File: src/rtl/row_seq_pkg.sv
package row_seq_pkg;
  typedef enum logic [1:0] {
    MODE_HOLD    = 2'b00,
    MODE_STEP    = 2'b01,
    MODE_JUMP    = 2'b10,
    MODE_RESTART = 2'b11
  } row_mode_e;
endpackage

File: src/rtl/row_seq_rst_sync.sv
module row_seq_rst_sync (
  input  logic clk,
  input  logic rst_n,
  output logic srst_n
);
  logic meta_q;
  logic sync_q;

  always_ff @(posedge clk or negedge rst_n) begin
    if (!rst_n) begin
      meta_q <= 1'b0;
      sync_q <= 1'b0;
    end else begin
      meta_q <= 1'b1;
      sync_q <= meta_q;
    end
  end

  assign srst_n = sync_q;
endmodule

File: src/rtl/row_seq_next.sv
module row_seq_next
  import row_seq_pkg::*;
#(
  parameter int ROWS = 1080,
  parameter int AW   = $clog2(ROWS)
) (
  input  logic [1:0]    mode,
  input  logic          dir,
  input  logic [AW-1:0] addr_in,
  input  logic [AW-1:0] cur,
  output logic          wr,
  output logic          hit,
  output logic [AW-1:0] nxt
);
  localparam logic [AW-1:0] LAST = AW'(ROWS - 1);

  always_comb begin
    wr  = 1'b1;
    hit = 1'b0;
    nxt = cur;
    unique case (row_mode_e'(mode))
      MODE_HOLD: begin
        wr = 1'b0;
      end
      MODE_STEP: begin
        if (!dir) begin
          if (cur >= LAST) hit = 1'b1;
          else             nxt = cur + AW'(1);
        end else begin
          if (cur == '0) hit = 1'b1;
          else           nxt = cur - AW'(1);
        end
      end
      MODE_JUMP: begin
        if (addr_in > LAST) begin
          hit = 1'b1;
          nxt = LAST;
        end else begin
          nxt = addr_in;
        end
      end
      MODE_RESTART: begin
        nxt = dir ? LAST : '0;
      end
      default: wr = 1'b0;
    endcase
  end
endmodule

File: src/rtl/row_seq_top.sv
module row_seq_top #(
  parameter int ROWS = 1080
) (
  input  logic                     clk,
  input  logic                     rst_n,
  input  logic [1:0]               row_mode,
  input  logic                     row_dir,
  input  logic [$clog2(ROWS)-1:0]  row_addr_in,
  output logic                     wr_stb,
  output logic [$clog2(ROWS)-1:0]  wr_addr,
  output logic                     oor_flag
);
  localparam int AW = $clog2(ROWS);

  logic          srst_n;
  logic          nx_wr;
  logic          nx_hit;
  logic [AW-1:0] nx_addr;

  logic          stb_q, stb_d;
  logic [AW-1:0] addr_q, addr_d;
  logic          oor_q, oor_d;
  logic          addr_en;

  row_seq_rst_sync u_rst (
    .clk    (clk),
    .rst_n  (rst_n),
    .srst_n (srst_n)
  );

  row_seq_next #(.ROWS(ROWS), .AW(AW)) u_next (
    .mode    (row_mode),
    .dir     (row_dir),
    .addr_in (row_addr_in),
    .cur     (addr_q),
    .wr      (nx_wr),
    .hit     (nx_hit),
    .nxt     (nx_addr)
  );

  always_comb begin
    stb_d   = nx_wr;
    addr_en = nx_wr;
    addr_d  = nx_addr;
    oor_d   = oor_q | nx_hit;
  end

  always_ff @(posedge clk or negedge srst_n) begin
    if (!srst_n) begin
      stb_q  <= 1'b0;
      addr_q <= '0;
      oor_q  <= 1'b0;
    end else begin
      stb_q <= stb_d;
      oor_q <= oor_d;
      if (addr_en) addr_q <= addr_d;
    end
  end

  assign wr_stb   = stb_q;
  assign wr_addr  = addr_q;
  assign oor_flag = oor_q;
endmodule

File: config.mk
export PLATFORM = sky130hd
export DESIGN_NAME = row_seq_top
export DESIGN_NICKNAME = d
export VERILOG_FILES = /design/src/rtl/row_seq_pkg.sv /design/src/rtl/row_seq_rst_sync.sv /design/src/rtl/row_seq_next.sv /design/src/rtl/row_seq_top.sv
export SDC_FILE = /design/constraint.sdc
export NUM_CORES = 1
export LEC_CHECK = 0
export ABC_AREA = 1
export BUFFER_PORTS_ARGS = -buffer_cell sky130_fd_sc_hd__buf_2
export CORE_ASPECT_RATIO = 1.2
export CORE_MARGIN = 8
export CORE_UTILIZATION = 45
export CTS_CLUSTER_SIZE = 40
export DETAILED_ROUTE_END_ITERATION = 10
export HOLD_SLACK_MARGIN = 0.15
export PLACE_DENSITY_LB_ADDON = 0.08
export SLEW_MARGIN = 20
export SYNTH_ARGS = -nofsm -noshare
export SYNTH_HDL_FRONTEND = slang
export SYNTH_HIERARCHICAL = 1
export SYNTH_SLANG_ARGS = --single-unit
export TNS_END_PERCENT = 1
File: constraint.sdc
create_clock -name clk -period 0.85 [get_ports clk]
set_input_delay 0.2125 -clock clk [delete_from_list [all_inputs] [get_ports clk]]
set_output_delay 0.2125 -clock clk [all_outputs]
set_load 0.01 [all_outputs]
* Yosys cells after proc, flatten, opt, wreduce, memory -nomap -nowiden *
Index checks and enable logic that the tools add are counted.
Widths: inputs -> output; s select.

word-level totals
  register bits after elaboration = 15
  bits of input ports = 16
  output and inout bits = 13
  word-level logic and storage cells = 32

cells by class
  add/sub/neg operators = 2
  magnitude comparators = 2
  equality and inequality tests = 5
  mux-type cells = 12
  bitwise gates (word level) = 2
  reduce and logical (&&, ||, !) cells = 4

operators with widths
  cell                   count
  $mux 11                5
  $pmux 11 s3            1
  $add 11x1->11 const B  1
  $ge 11x11->1 const B   1
  $gt 11x11->1 const B   1
  $logic_not 11->1       1
  $sub 11x1->11 const B  1
  $ne 3x3->1 const B     2
  $mux 1                 5
  $eq 2x2->1 const B     2
  $reduce_and 4->1       1
  $reduce_bool 3->1      1
  $eq 2x1->1 const B     1
  $logic_not 2->1        1
  $pmux 1 s2             1
  $not 1->1              1
  $or 1x1->1             1

* Depth between registers and ports, before layout *
Gate-level depths: netlist of run 1.

  word-level depth = 5
  depth in mapped cells = 15
  depth with buffers taken out = 14

* Modules after synthesis *
Netlist of run 1, hierarchy kept.

by module, submodules not included
  module            times used  cells each  area each (µm²)  sequential area each (µm²)
  row_seq_next      1           252         1,330.0          0.0
  row_seq_top       1           50          478.0            325.3
  row_seq_rst_sync  1           3           53.8             50.0

* Worst setup path after synthesis of run 1 *
Ideal clock, no wire load.

  path type = register -> register
  start point = reg addr_q[0] (netlist: wr_addr[0])
  end point = reg addr_q[8] (netlist: wr_addr[8])
  library setup time = 0.065 ns
  arrival time = 1.663 ns
  setup slack = -0.878 ns
  stages on the path, launching flop included = 13
  period minus slack after synthesis = 1.728 ns
  cells stage by stage = dfrtp_1 > inv_2 > ha_1 > inv_1 > nor2_1 > nand2_1 > o21ai_0 > a21oi_1 > nor2_1 > nand2_1 > a21oi_2 > nand2_1 > nand2_1

between the ends
  word-level cells in the longest chain between the ends = 4
  elaborated cells between the ends (all ways) = 11

RTL lines
  element                                                line                                    text
  from (decl)                                            row_seq_top.sv:21                       logic [AW-1:0] addr_q, addr_d;
  from (signal assigned)                                 row_seq_top.sv:56                       if (addr_en) addr_q <= addr_d;
  $add 11x1->11 / $sub 11x1->11 (equally long branches)  row_seq_next.sv:28, row_seq_next.sv:31
  $mux 11, on equally long branches                      row_seq_next.sv:27, row_seq_next.sv:30
  $mux 11 *                                              row_seq_next.sv:26                      if (!dir) begin
  $pmux 11 s3 *                                          row_seq_next.sv:21                      unique case (row_mode_e'(mode))
  named net addr_d[8]                                    row_seq_top.sv:21

The timed path passes the listed nets; every way through them passes the cells marked *. The select of a mux whose other input is x is not followed.
A chain may end at the register's enable or synchronous reset.

* Worst setup path in the final report of run 1 *
  start point = reg addr_q[6] (netlist: wr_addr[6])
  end point = reg addr_q[6] (netlist: wr_addr[6])

The elaborated chain is that of the path after synthesis.

==> results.tsv, run 1 <==
metric	value	unit
outcome	finished with violations	
failing checks	setup timing	
Post-synth EDFFs	0	
Final #Nets	434	
area of the core	0.00397	sq mm
DIE WIDTH	74.7	microns
Tmin final	1.69	ns
Vert. Die Dim	86.5	microns
Mapped Cells	305	
Power Dens Cells	1430	mW/mm^2
vias in the first global route	2351	
Syn Std Cell Area	0.00186	sq mm
IO Port Bufs	28	
Tot Pwr	4.18	mW
area post-placement	0.00250	sq mm
global-route wire length before repair	10700	microns
antenna cells	0	
Pre-antenna DRT Iters	4	
post-DR vias/cell	5.19	
worst setup margin	-0.843	ns
fmax	591	MHz
met3 GRT Util	0.0208	
GR Util met2	0.362	
initial antenna violation count	0	
ranking of synthesized cells by area	nand2_1, dfrtp_1, nand3_1	
setup slack, reg-to-reg	-0.84	ns
grt ovf	0	
final WL	6740	microns
Mapped Nets	329	
CTS Buf Count	3	
Setup CP Type	reg -> reg	
Netlist cell types	35	
initial DRC count	184	
ys flop type	dfrtp_1	
CP Capture Type	flip-flop	
FP Rows	25	
Routed WL per cell	14.6	microns
worst-skew pair later-pin latency	0.25	ns
RSZ-0062 raised after global routing	yes	
DR vias	2402	
Top Ports	29	
fin. max-slew vios	0	
Fin. Hold Viols	0	
peak supply drop	1.26	mV
Yosys warnings	6	
DRC	0	
CTS H-tree depth	1	
hpwl dp	5010	microns
CP Launch Type	flip-flop	
largest net degree at the start of global routing	15	
CP Data Arrival Time	1.88	ns
clock-pin transition on the worst setup and hold timing paths	0.06	ns
top cell type's share of synthesized area	0.218	
Total GRT Usage	0.209	
Area Growth Syn to Fin	57.6	%
clock skew	0.00246	ns
Root Buffer	clkbuf_8	
leakage power	1.52	nW
busiest grt layer	met2	
gpl congestion	0.962	
area leader, netlist	nand2_1	
final instance area	0.00293	sq mm
M1 GR Usage	0.244	
final hold slack	0.180	ns
max-cap violations	0	
die area	0.00646	sq mm
clock sinks	15	
Syn Area/Cell	6.10	sq um
initial core utilization	0.469	
clk buf depth	2	
Crit Path Max Fanout	6	
final setup fails	25	
post-route ant nets	0	
Seq cells post-synth	15	
class of the worst hold path	reg -> async	
CTS tree	yes	
period utilization	1.99	
CP required	1.03	ns
layout cells sized above 1	0.467	
ys async rst share	1.00	
register area share after synthesis	0.202	
-- per-layer routing --
layer	wire length, microns	share of wire
met1	2710	0.40
met5	0	0
met3	390	0.058
met2	3430	0.51
met4	211	0.031
-- through the flow --
step	TNS, ns	utilization	instances	worst slack [ns]
4_1_cts	-13.82	0.678	453	-0.818
2_1_floorplan	-8.87	-	305	-0.796
3_5_place_dp	-11.80	0.628	440	-0.897
3_3_place_gp	-11.76	0.628	440	-0.908
6_report	-14.01	0.739	463	-0.843
5_1_grt	-15.74	0.739	463	-0.955
-- cell type report --
cell class                 count  area, sq um
clock buffer                   3         41.3
clock inverter                 1         5.00
fill                         333         1040
inverter                      32          135
multi-input combinational    248         1430
sequential                    15          385
tap                           54         67.6
timing repair buffer         110          870
-- worst max-delay path: stages (launching register included) --
cell and delay [ns]:
dfrtp_2 0.48, buf_6 0.15, nor2_2 0.08, nand2_1 0.07
nand2_2 0.08, nand2_4 0.08, buf_4 0.15, nand4_1 0.07
nand2_1 0.08, nand2_1 0.06, nand3_1 0.08, a21oi_1 0.14
nand2_1 0.06, nand2_1 0.06
-- flip-flops by register name, indices dropped and copies added, names as in the netlist --
| name | count |
|---|---|
| wr_stb | 1 |
| u_rst/srst_n | 1 |
| u_rst/meta_q | 1 |
| oor_flag | 1 |
| wr_addr | 11 |
-- power by group --
part	internal (mW)	total (mW)	leakage [nW]	switching [mW]
combinational	1.23	2.59	1.33	1.36
clock	0.324	0.582	0.0255	0.257
sequential	0.813	1.01	0.169	0.194
-- cells by family after synthesis --
| family | after synthesis | share of synthesized area |
|---|---|---|
| simple gates | 208 | 0.530 |
| other cells | 1 | 0.00201 |
| xor+xnor | 3 | 0.0141 |
| flops | 15 | 0.202 |
| buf+inv | 43 | 0.114 |
| fa+ha+maj | 8 | 0.0538 |
| compound gates | 27 | 0.0847 |
-- cell usage in the layout (no fill, tap or decap), types with 3 or more instances in the layout --
master | Yosys | layout
buf_4 | 3 | 67
inv_1 | 20 | 18
dfrtp_1 | 15 | 7
inv_4 | 1 | 4
nor2_1 | 26 | 20
inv_2 | 9 | 8
ha_1 | 8 | 6
a21oi_2 | 4 | 6
dfrtp_2 | 0 | 8
nor3_1 | 5 | 3
nand3_4 | 3 | 3
nand2_4 | 3 | 5
nand4_1 | 10 | 10
nand2_1 | 108 | 96
a21oi_1 | 14 | 12
nand3_2 | 1 | 6
buf_2 | 1 | 20
nor2_4 | 1 | 5
o21ai_1 | 1 | 4
nand3_1 | 36 | 32
nor2_2 | 6 | 8
clkbuf_8 | 0 | 3
buf_6 | 4 | 21
nand2_2 | 6 | 16
-- cells in the mapped netlist, types with 4 or more instances --
cell type	instances
dfrtp_1	15
o21ai_0	4
a21oi_2	4
nor3_1	5
nor2_1	26
a21oi_1	14
buf_6	4
nand2_2	6
inv_1	20
nor2_2	6
nand4_1	10
inv_2	9
nand3_1	36
ha_1	8
nand2_1	108
-- what timing repair did --
item / 4_1_cts / 5_1_grt
hold buffers: 1 / 0
pin swaps: 10 / 18
setup endpoints to repair: 25 / 26
hold endpoints to repair: 2 / 0
buffers inserted: 7 / 10
resized for setup: 22 / 48
gates cloned: 1 / 0
-- final timing paths --
path / startpoint / end / cells past startpoint
setup / recovery: wr_addr[6] / wr_addr[6] / 13
hold / removal: u_rst/srst_n / wr_addr[5] / 1
setup reg to reg: wr_addr[6] / wr_addr[6] / 13
hold reg to reg: u_rst/srst_n / wr_addr[5] / 1
max in group asynchronous: u_rst/srst_n / wr_addr[2] / 1
min in group clk: u_rst/meta_q / u_rst/srst_n / 0
(Power assumes the default switching activity.)
==> inputs of run 2 (changes only) <==
--- a/config.mk
+++ b/config.mk
@@ -9,7 +9,7 @@
 export BUFFER_PORTS_ARGS = -buffer_cell sky130_fd_sc_hd__buf_2
 export CORE_ASPECT_RATIO = 1.2
 export CORE_MARGIN = 8
-export CORE_UTILIZATION = 45
+export CORE_UTILIZATION = 40
 export CTS_CLUSTER_SIZE = 40
 export DETAILED_ROUTE_END_ITERATION = 10
 export HOLD_SLACK_MARGIN = 0.15
==> results.tsv, run 2 (synthesis gave the netlist of run 1 again) <==
metric	value	unit	change
outcome	finished with violations		
failing checks	setup timing		
IO Port Bufs	28		unchanged
initial core utilization	0.411		-0.0574
Reg power frac	0.239		-0.002
leakage power	1.52	nW	about the same
max-cap violations	0		unchanged
worst-skew pair later-pin latency	0.25	ns	about the same
final hold slack	0.169	ns	-0.0106 ns
area of the core	0.00453	sq mm	+14%
Worst Setup SP	wr_addr[0]		
clock sinks	15		unchanged
Vert. Die Dim	90.7	microns	+4.9%
CP required	1.04	ns	about the same
fmax	582	MHz	-1.5%
RR Startpoint	wr_addr[0]		
Power Dens Cells	1430	mW/mm^2	about the same
Tot Pwr	4.16	mW	-0.46%
final setup fails	25		unchanged
final instance area	0.00292	sq mm	-0.43%
Final #Nets	434		unchanged
Fin. Hold Viols	0		unchanged
clk buf depth	2		unchanged
FP Rows	27		+8.0%
Setup CP Type	reg -> reg		
crit-path cells	ha_2 -> nand2_1 -> inv_1 -> nand3_4 -> nand3_4 -> nand2_1 -> nand2_1 -> nand2_2 -> nand3_2 -> a21oi_2 -> nand2_1 -> nand2_1		
fin. max-slew vios	0		unchanged
DR vias	2366		-1.5%
RSZ-0062 raised after global routing	yes		
CP Capture Type	flip-flop		
Tmin final	1.72	ns	+0.0266 ns
clock skew	0.00561	ns	+0.00315 ns
DIE WIDTH	78.3	microns	+4.8%
Root Buffer	clkbuf_8		
post-DR vias/cell	5.07		-2.3%
layout cells sized above 1	0.472		+0.00489
most frequent cell on the critical path	nand2_1		
class of the worst hold path	reg -> async		
CTS H-tree depth	1		unchanged
DRC	0		unchanged
initial antenna violation count	0		unchanged
Critical-path top delay cell	dfrtp_2		
Largest stage delay, worst path	0.44	ns	-0.04 ns
Logic pwr share	0.612		-0.008
Int Power	2.34	mW	-1.1%
global-route wire length before repair	11200	microns	+5.5%
worst setup margin	-0.870	ns	-0.0266 ns
vias in the first global route	2406		+2.3%
Crit Path Max Fanout	7		+1
area post-placement	0.00252	sq mm	+0.90%
Clk pwr share	0.148		+0.009
post-route ant nets	0		unchanged
clock-pin transition on the worst setup and hold timing paths	0.07	ns	about the same
Area Growth Syn to Fin	56.9	%	
Top Ports	29		unchanged
worst slack, placed	-0.939	ns	-0.0424 ns
most frequent cells in the layout	nand2_1, buf_4, nand3_1, nor2_1		
Routed WL per cell	14.7	microns	+1.2%
die area	0.00710	sq mm	+10%
switch share	0.437		+0.00341
grt ovf	0		unchanged
final WL	6890	microns	+2.1%
max reg flops	11		unchanged
peak supply drop	0.796	mV	-37%
Psw	1.82	mW	+0.32%
most common cell after layout, fill and taps aside	nand2_1		
Total GRT Usage	0.197		-0.0121
CP Data Arrival Time	1.91	ns	+0.03 ns
CTS tree	yes		
CTS Buf Count	3		unchanged
Pre-antenna DRT Iters	4		unchanged
hpwl dp	5360	microns	+7.1%
initial DRC count	155		-16%
gpl congestion	0.939		-2.4%
period utilization	2.02		+0.0313
antenna cells	0		unchanged
largest net degree at the start of global routing	15		unchanged
CP Launch Type	flip-flop		
[run 2: cell count changes in the layout (fill, tap and decap cells not counted), sizes merged]
cell | before | now
clkinv | 3 | 2
inv | 30 | 31
[run 2: worst paths after layout]
check / to / slack [ns] / cells past startpoint
worst max-delay path: wr_addr[2] / -0.87 / 12
worst min-delay path: oor_flag / 0.17 / 1
worst max register to register: wr_addr[2] / -0.87 / 12
worst min register to register: oor_flag / 0.17 / 1
max in group asynchronous: wr_addr[5] / 0.49 / 1
min in group clk: u_rst/srst_n / 0.36 / 0
[run 2: layer usage]
metal,wire length [microns],up-vias,track usage,share of wire
li1,-,1193,-,-
met1,2810,1079,0.217,0.41
met2,3490,76,0.340,0.51
met3,317,18,0.0259,0.046
met4,275,0,0.125,0.040
met5,0,-,0,0
[run 2: layout make-up]
cell class                      count  area [sq um]
Clock buffer                        3          41.3
Clock inverter                      1          5.00
Fill cell                         442          1610
Inverter                           32           140
Multi-Input combinational cell    248          1430
Sequential cell                    15           387
Tap cell                           58          72.6
Timing Repair Buffer              110           842
[run 2: power by group through the flow]
stage          Sequential, mW  Combinational, mW  Clock, mW
2_1_floorplan           0.987               1.17          0
3_3_place_gp            0.975               2.11          0
3_5_place_dp            0.978               2.10          0
4_1_cts                 0.984               2.37      0.637
5_1_grt                  1.01               2.80      0.653
6_report                0.997               2.55      0.617
[run 2: per-stage QoR]
| stage | instances | TNS (ns) | utilization |
|---|---|---|---|
| final | 467 | -14.54 | 0.645 |
| after global routing | 467 | -16.16 | 0.645 |
| after CTS | 464 | -14.34 | 0.614 |
| after detailed placement | 448 | -12.21 | 0.556 |
| after global placement | 448 | -12.24 | 0.556 |
| after floorplan | 305 | -8.87 | - |
[run 2: timing repair]
item                                    in CTS  in global routing
hold buffers                                 1                  0
pin swaps                                   14                 20
setup buffers                               10                  3
endpoints found under the setup margin      25                 25
resized for setup                           33                 35
gates cloned                                 1                  0
endpoints found under the hold margin        2                  0
[run 2: worst max-delay path, delay by kind of cell (launching register included)]
| family | cells | cell delay (ns) |
|---|---|---|
| AND/OR/NAND/NOR | 9 | 0.76 |
| adder cells (fa/ha/maj) | 1 | 0.22 |
| flip-flops | 1 | 0.44 |
| AO/OA/AOI/OAI | 1 | 0.14 |
| buffers and inverters | 1 | 0.06 |
==> inputs of run 3 (changes only) <==
--- a/config.mk
+++ b/config.mk
@@ -7,9 +7,10 @@
 export LEC_CHECK = 0
 export ABC_AREA = 1
 export BUFFER_PORTS_ARGS = -buffer_cell sky130_fd_sc_hd__buf_2
-export CORE_ASPECT_RATIO = 1.2
+export CORE_ASPECT_RATIO = 1.75
 export CORE_MARGIN = 8
 export CORE_UTILIZATION = 40
+export CTS_BUF_LIST = sky130_fd_sc_hd__clkbuf_16
 export CTS_CLUSTER_SIZE = 40
 export DETAILED_ROUTE_END_ITERATION = 10
 export HOLD_SLACK_MARGIN = 0.15
==> results.tsv, run 3 (synthesis gave the netlist of run 1 again) <==
metric	value	unit	change
global-route wire length before repair	11200	microns	-0.44%
Vert. Die Dim	106	microns	+17%
Reg power frac	0.216		-0.023
worst slack, placed	-0.937	ns	+0.00195 ns
Area Growth Syn to Fin	57.1	%	
Largest stage delay, worst path	0.45	ns	about the same
layout cells sized above 1	0.442		-0.0301
initial DRC count	97		-37%
stages on the worst setup path	11		-1
Top Ports	29		unchanged
switch share	0.403		-0.0342
Root Buffer	clkbuf_16		
DIE WIDTH	67.6	microns	-14%
initial core utilization	0.406		-0.00505
worst reg2reg endpoint	wr_addr[2]		
met1 WL	2570	microns	-8.3%
met3 wire length	296	microns	-6.6%
post-route ant nets	0		unchanged
CTS H-tree depth	1		unchanged
grt ovf	0		unchanged
max-cap violations	0		unchanged
fmax	570	MHz	-1.9%
Final #Nets	437		+0.69%
clock-pin transition on the worst setup and hold timing paths	0.05	ns	-0.02 ns
period utilization	2.06		+0.0394
Worst Setup SP	wr_addr[0]		
final WL	7040	microns	+2.2%
outcome	finished with violations		
fin. max-slew vios	0		unchanged
final setup fails	25		unchanged
CP Data Arrival Time	1.88	ns	-0.03 ns
initial antenna violation count	0		unchanged
hpwl dp	5660	microns	+5.4%
most frequent cells in the layout	nand2_1, buf_4, nand3_1, nor2_1		
CP Launch Type	flip-flop		
Logic pwr share	0.576		-0.036
Setup CP Type	reg -> reg		
leakage power	1.54	nW	+1.2%
Crit Path Max Fanout	4		-3
vias in the first global route	2353		-2.2%
clock sinks	15		unchanged
CTS tree	yes		
DRC	0		unchanged
CTS Buf Count	3		unchanged
Pre-antenna DRT Iters	4		unchanged
largest net degree at the start of global routing	15		unchanged
post-DR vias/cell	5.13		+1.2%
Critical-path top delay cell	dfrtp_2		
crit-path cells	inv_4 -> ha_1 -> inv_1 -> nor3_1 -> nand3_2 -> nand3_2 -> nand2_1 -> nand3_1 -> a21oi_1 -> nand2_1 -> nand2_1		
clk buf depth	2		unchanged
Clk pwr share	0.208		+0.060
max reg flops	11		unchanged
CP required	0.98	ns	-0.06 ns
Tot Pwr	4.49	mW	+7.8%
FP Rows	33		+22%
failing checks	setup timing		
clock skew	0.00333	ns	-0.00228 ns
peak supply drop	1.65	mV	+110%
Worst Setup EP	wr_addr[2]		
IO Port Bufs	28		unchanged
DR WL met2	3820	microns	+9.5%
R2R depth	11		-1
Fin. Hold Viols	0		unchanged
Power Dens Cells	1530	mW/mm^2	+7.7%
area of the core	0.00458	sq mm	+1.2%
Psw	1.81	mW	-0.64%
class of the worst hold path	reg -> async		
antenna cells	0		unchanged
gpl congestion	0.944		+0.49%
Tmin final	1.75	ns	+0.0335 ns
RR Startpoint	wr_addr[0]		
family with the most delay on the worst path	simple AND/OR/NAND/NOR gates		
most frequent cell on the critical path	nand2_1		
most common cell after layout, fill and taps aside	nand2_1		
CP Capture Type	flip-flop		
worst-skew pair later-pin latency	0.25	ns	about the same
setup slack, reg-to-reg	-0.90	ns	-0.03 ns
top layer in use	met4		
Int Power	2.68	mW	+14%
die area	0.00718	sq mm	+1.1%
WP buf/inv	2		+1
Routed WL per cell	15.2	microns	+2.9%
Total GRT Usage	0.203		+0.00614
DR vias	2379		+0.55%
RSZ-0062 raised after global routing	yes		
worst setup margin	-0.903	ns	-0.0335 ns
==> run 3: cell types whose count changed in the layout (fill, tap and decap cells not counted), sizes merged <==
cell    previous run  this run
buf              109       112
clkinv             2         3
inv               31        30
==> run 3: timing repair <==
item / in CTS / in global routing
endpoints found under the hold margin: 2 / 0
resized for setup: 21 / 29
pin swaps: 14 / 14
setup buffers: 3 / 4
hold buffers: 1 / 0
endpoints found under the setup margin: 25 / 25
cloned: 1 / 0
==> run 3: power groups by stage <==
stage                     Combinational, mW  Sequential (mW)  Clock [mW]
final                                  2.59            0.971       0.932
after global routing                   2.80            0.988       0.974
after CTS                              2.40            0.958       0.946
after detailed placement               2.24            0.957           0
after global placement                 2.24            0.951           0
after floorplan                        1.17            0.987           0
==> run 3: how the worst min path moves through the flow <==
stage              endpoint  slack, ns
2_1_floorplan  u_rst/meta_q      -0.08
3_3_place_gp   u_rst/srst_n     0.0005
3_5_place_dp   u_rst/srst_n    -0.0001
4_1_cts          wr_addr[7]       0.18
5_1_grt          wr_addr[5]       0.20
6_report         wr_addr[7]       0.17
==> run 3: layout make-up <==
cell class / instances / area, sq um
tap: 52 / 65.1
clock buffer: 3 / 75.1
inverter: 32 / 133
multi-input combinational: 248 / 1390
sequential: 15 / 385
clock inverter: 1 / 5.00
timing repair buffer: 113 / 876
fill: 455 / 1660
==> run 3: through the flow <==
step	util	hold WS, ns	instances	TNS, ns	area, sq um
4_1_cts	0.608	0.181	460	-14.04	2790
3_5_place_dp	0.563	-0.000105	451	-11.95	2580
6_report	0.638	0.175	464	-14.16	2930
5_1_grt	0.638	0.201	464	-15.96	2930
2_1_floorplan	-	-0.0831	305	-8.87	1880
3_3_place_gp	0.563	0.000451	451	-11.69	2580
==> run 3: metal layers <==
metal  GRT usage  up-vias
met1       0.208     1088
li1            -     1189
met2       0.362       74
met5           0        -
met4       0.117        0
met3      0.0347       28
